File: src/rtl/brc_pkg.sv
package brc_pkg;

  typedef struct packed {
    logic c;
    logic z;
    logic n;
    logic v;
    logic h;
    logic i;
  } brc_flags_t;

  typedef enum logic [3:0] {
    CS_ALWAYS = 4'h0,
    CS_NEVER  = 4'h1,
    CS_UGT    = 4'h2,
    CS_ULE    = 4'h3,
    CS_CCLR   = 4'h4,
    CS_CSET   = 4'h5,
    CS_ZCLR   = 4'h6,
    CS_ZSET   = 4'h7,
    CS_VCLR   = 4'h8,
    CS_VSET   = 4'h9,
    CS_NCLR   = 4'hA,
    CS_NSET   = 4'hB,
    CS_SGT    = 4'hC,
    CS_SLE    = 4'hD,
    CS_SGE    = 4'hE,
    CS_SLT    = 4'hF
  } brc_code_t;

endpackage

File: src/rtl/brc_cond_eval.sv
module brc_cond_eval
  import brc_pkg::*;
(
  input  logic [3:0]  code,
  input  logic        pfx,
  input  brc_flags_t  flg,
  input  logic        irq,
  output logic        hit
);

  // Each pair shares a base test; the odd code is its inverse.
  logic base_test;
  logic signs_agree;

  assign signs_agree = (flg.n == flg.v);

  always_comb begin
    base_test = 1'b0;
    unique case (code[3:1])
      3'd0: base_test = 1'b1;
      3'd1: base_test = ~flg.c & ~flg.z;
      3'd2: base_test = ~flg.c;
      3'd3: base_test = ~flg.z;
      3'd4: base_test = pfx ? ~flg.h : ~flg.v;
      3'd5: base_test = ~flg.n;
      3'd6: base_test = pfx ? ~flg.i : (~flg.z & signs_agree);
      3'd7: base_test = pfx ? ~irq : signs_agree;
      default: base_test = 1'b0;
    endcase
  end

  assign hit = code[0] ? ~base_test : base_test;

endmodule

File: src/rtl/brc_target_add.sv
module brc_target_add #(
  parameter int PC_W  = 24,
  parameter int OFF_W = 8
) (
  input  logic [PC_W-1:0]  base,
  input  logic [OFF_W-1:0] off,
  output logic [PC_W-1:0]  target
);

  localparam int EXT_W = PC_W - OFF_W;

  logic [PC_W-1:0] off_ext;

  generate
    if (EXT_W > 0) begin : g_ext
      assign off_ext = {{EXT_W{off[OFF_W-1]}}, off};
    end else begin : g_trunc
      assign off_ext = off[PC_W-1:0];
    end
  endgenerate

  // Carry out of the top bit is dropped: address wraps modulo 2^PC_W.
  assign target = base + off_ext;

endmodule

File: src/rtl/brc_unit.sv
module brc_unit
  import brc_pkg::*;
#(
  parameter int PC_W  = 24,
  parameter int OFF_W = 8
) (
  input  logic             clk,
  input  logic             rst,
  input  logic [3:0]       cond_sel,
  input  logic             alt_pfx,
  input  logic             flag_c,
  input  logic             flag_z,
  input  logic             flag_n,
  input  logic             flag_v,
  input  logic             flag_h,
  input  logic             flag_i,
  input  logic             irq_level,
  input  logic [PC_W-1:0]  seq_pc,
  input  logic [OFF_W-1:0] rel_off,
  output logic             br_taken,
  output logic [PC_W-1:0]  br_pc
);

  brc_flags_t      flags;
  logic            cond_hit;
  logic [PC_W-1:0] jump_pc;
  logic [PC_W-1:0] pick_pc;

  assign flags = '{c: flag_c, z: flag_z, n: flag_n, v: flag_v,
                   h: flag_h, i: flag_i};

  brc_cond_eval u_cond (
    .code (cond_sel),
    .pfx  (alt_pfx),
    .flg  (flags),
    .irq  (irq_level),
    .hit  (cond_hit)
  );

  brc_target_add #(.PC_W(PC_W), .OFF_W(OFF_W)) u_add (
    .base   (seq_pc),
    .off    (rel_off),
    .target (jump_pc)
  );

  assign pick_pc = cond_hit ? jump_pc : seq_pc;

  always_ff @(posedge clk) begin
    if (rst) begin
      br_taken <= 1'b0;
      br_pc    <= '0;
    end else begin
      br_taken <= cond_hit;
      br_pc    <= pick_pc;
    end
  end

endmodule

File: config.mk
export PLATFORM = sky130hd
export DESIGN_NAME = brc_unit
export DESIGN_NICKNAME = d
export VERILOG_FILES = /design/src/rtl/brc_pkg.sv /design/src/rtl/brc_cond_eval.sv /design/src/rtl/brc_target_add.sv /design/src/rtl/brc_unit.sv
export SDC_FILE = /design/constraint.sdc
export NUM_CORES = 1
export LEC_CHECK = 0
export BUFFER_PORTS_ARGS = -buffer_cell sky130_fd_sc_hd__buf_2
export CORE_MARGIN = 10
export CORE_UTILIZATION = 47
export CTS_CLUSTER_SIZE = 28
export DETAILED_ROUTE_END_ITERATION = 6
export PLACE_DENSITY = 0.9
export SYNTH_ARGS = -nofsm -noshare
export SYNTH_HDL_FRONTEND = slang
export SYNTH_HIERARCHICAL = 1
export SYNTH_SLANG_ARGS = --single-unit
export TNS_END_PERCENT = 100
File: constraint.sdc
create_clock -name clk -period 2.7 [get_ports clk]
set_input_delay 0.54 -clock clk [delete_from_list [all_inputs] [get_ports clk]]
set_output_delay 0.54 -clock clk [all_outputs]
set_load 0.02 [all_outputs]
==> flow_metrics.tcl <==
set metrics [dict create \
    cp_slowest_cell "fa_2" \
    syn_nets 331 \
    synth-edff-count 0 \
    htree_levels 1 \
    cts_tree "built" \
    max_stage_delay_ns 0.38 \
    tns_ns 0 \
    vias 2178 \
    finalHoldViolCount 0 \
    antenna_found_initial 0 \
    critPathLaunchType "input pin" \
    die_h_um 88.97 \
    cts.sinks 25 \
    dr.pass1.iters 4 \
    vias_per_cell 5.542 \
    fin_ws_ns 0.1595 \
    die_w_um 88.97 \
    hold_class "input pin to register" \
    p_leak_nw 1.396 \
    crit_chain "buf_2 -> ha_1 -> fa_2 -> a211oi_2 -> o21bai_1 -> or3_1 -> a31o_1 -> o21a_1 -> xor2_1 -> mux2i_1 -> nor2_1" \
    hold_depth 3 \
    clock.fmax_mhz 393.6 \
    final_cell_area_mm2 0.002740 \
    clockBufferDepth 2 \
    power_density_mw_per_mm2 484.2 \
    ant_nets 0 \
    fin_hold_ws_ns 0.5137 \
    n_antenna_cell 0 \
    cts_root_buf "clkbuf_8" \
    min_from "seq_pc[3]" \
    grt-ovfl-total 0 \
    routedWlPerCell_um 15.11 \
    drv_cap 0 \
    timing.final.crit_share_pct 94.09 \
    coreArea_mm2 0.004661 \
    rsz0062_at_grt "false" \
    slew_viol_final 0 \
    grt_max_degree 26 \
    post_dp_cell_area_mm2 0.002689 \
    syn_to_final_growth_pct 22.55 \
    nets 410 \
    numCtsBuffers 3 \
    worst_pin_slew_ns 0.4810 \
    final_cells 393 \
    io_pins 71 \
    slew-limit-headroom_pct 67.94 \
    synth_seq_area_share_pct 22.38 \
    wl_um 5937 \
    post-route-min-period_ns 2.540 \
    run_status "finished, final reports clean" \
    grt_usage_pct 14.49 \
    io_buffer_count 70 \
    dieArea_mm2 0.007916 \
    cts_setup_buffers 0 \
    place_ws_ns -0.1765 \
    grt_pass1_vias 2132 \
    finalSetupViolCount 0 \
    critPathMaxFanout 3 \
    start_util_pct 47.97 \
    n_fill_cell 427 \
    avgSynthCellArea_um2 8.567 \
    drc_errors 0 \
    crit_type "input pin to register" \
    syn_area_mm2 0.002236 \
    gp_congestion 0.9053 \
    rows 25 \
    dp_hpwl_um 4790 \
    ys_types 50 \
    yosys_warnings 6 \
    critPathRequiredTime_ns 2.85 \
    grt_first_pass_wirelength_um 9446 \
    dp_cells 389 \
    synth_flop_cell "dfxtp_1" \
    synthArstFlopShare_pct 0 \
    ys_seq_elements 25 \
    crit_arrival_ns 2.69 \
    synthCells 261 \
    drive_above_1_share_pct 29.20 \
    path_clk_slew_ns 0.10 \
    drt_iter0_drc 91 \
    endpoint_kind "register" \
    irDropWorstVdd_uv 237.7 \
    hold_end "br_pc[3]" \
]
## where the power goes
| group | internal [W] | switching [W] | total [W] |
|---|---|---|---|
| Clock | 0.000106 | 0.000129 | 0.000235 |
| Combinational | 0.000294 | 0.000369 | 0.000662 |
| Sequential | 0.000419 | 0.0000103 | 0.000429 |
| Total | 0.000819 | 0.000508 | 0.00133 |
## layout make-up
class / count / area, um2 / area share, %
multi-input combinational: 222 / 1648 / 60.14
sequential: 25 / 500.5 / 18.26
timing repair buffer: 83 / 460.4 / 16.80
tap: 54 / 67.56 / 2.466
clock buffer: 4 / 45.04 / 1.644
inverter: 5 / 18.77 / 0.6849
## sequential cells by signal, indices dropped and copies added (netlist names)
name	flops
br_pc	24
br_taken	1
## cell families after synthesis
kind of cell | count (synthesis) | share of synthesized area, %
compound gates | 76 | 24.23
xor+xnor | 21 | 8.226
fa+ha+maj | 24 | 13.77
buf+inv | 14 | 4.645
flops | 25 | 22.38
mux | 27 | 12.20
simple gates | 74 | 14.55
## cell usage after synthesis (2+ instances only)
| cell type | n | area (um2) |
|---|---|---|
| o211ai_1 | 3 | 22.52 |
| inv_1 | 5 | 18.77 |
| o21ai_0 | 10 | 50.05 |
| o21ai_2 | 2 | 17.52 |
| nand2_1 | 16 | 60.06 |
| xnor2_1 | 16 | 140.1 |
| buf_12 | 2 | 40.04 |
| a211o_1 | 2 | 17.52 |
| nor2b_1 | 4 | 25.02 |
| or2_2 | 3 | 18.77 |
| nor2_1 | 35 | 131.4 |
| buf_2 | 3 | 15.01 |
| a211oi_1 | 4 | 30.03 |
| a21oi_1 | 14 | 70.07 |
| mux2i_1 | 25 | 250.2 |
| o21bai_1 | 5 | 37.54 |
| o21ai_1 | 2 | 10.01 |
| o21a_1 | 3 | 22.52 |
| a31o_2 | 2 | 17.52 |
| buf_6 | 2 | 22.52 |
| clkbuf_1 | 2 | 7.510 |
| a31oi_1 | 2 | 12.51 |
| nor3_1 | 4 | 20.02 |
| dfxtp_1 | 25 | 500.5 |
| nand3_1 | 4 | 20.02 |
| a21o_1 | 12 | 90.09 |
| ha_1 | 23 | 287.8 |
| and3_1 | 2 | 12.51 |
| xor2_1 | 5 | 43.79 |
| nand4_1 | 4 | 25.02 |
## routing by layer
layer  wire (um)  vias to the layer above  track usage, %
li1            -                     1118               -
met2        2977                       55           26.33
met5           0                        -               0
met3         387                        2           2.552
met4          40                        0           4.191
met1        2531                     1003           16.88
## how the worst max path moves through the flow
stage,from,endpoint,depth (start not counted)
6_report,seq_pc[0],br_pc[20],11
2_1_floorplan,seq_pc[0],br_pc[20],10
4_1_cts,seq_pc[0],br_pc[20],11
3_5_place_dp,seq_pc[0],br_pc[20],11
5_1_grt,seq_pc[0],br_pc[20],11
3_3_place_gp,seq_pc[0],br_pc[20],11
## stage by stage
stage	total power (W)	util, %
floorplan	0.0009204	-
global placement	0.001079	57.69
detailed placement	0.001097	57.69
CTS	0.001331	58.66
global route	0.001420	58.79
finish	0.001327	58.79
## what timing repair did
action                     CTS  global route
gates resized for setup      0             2
setup endpoints to repair    0             3
hold endpoints to repair     0             0
hold buffers                 0             0
## critical path: cells and delay by family
kind / cells / cell delay, ns
AND/OR/NAND/NOR: 2 / 0.41
buffers and inverters: 1 / 0.11
AO/OA/AOI/OAI: 4 / 0.75
multiplexers: 1 / 0.13
XOR/XNOR: 1 / 0.15
adder cells (fa/ha/maj): 2 / 0.60
## placed cells by master, fill, tap and decap left out, types with 10 or more instances in the layout
cell / netlist / final
nand2_1: 16 / 16
xnor2_1: 16 / 15
o21ai_0: 10 / 10
a21o_1: 12 / 12
mux2i_1: 25 / 25
dfxtp_1: 25 / 25
buf_4: 0 / 12
a21oi_1: 14 / 14
buf_2: 3 / 70
ha_1: 23 / 23
nor2_1: 35 / 35
Note: power is estimated with default switching activity, not from simulation.
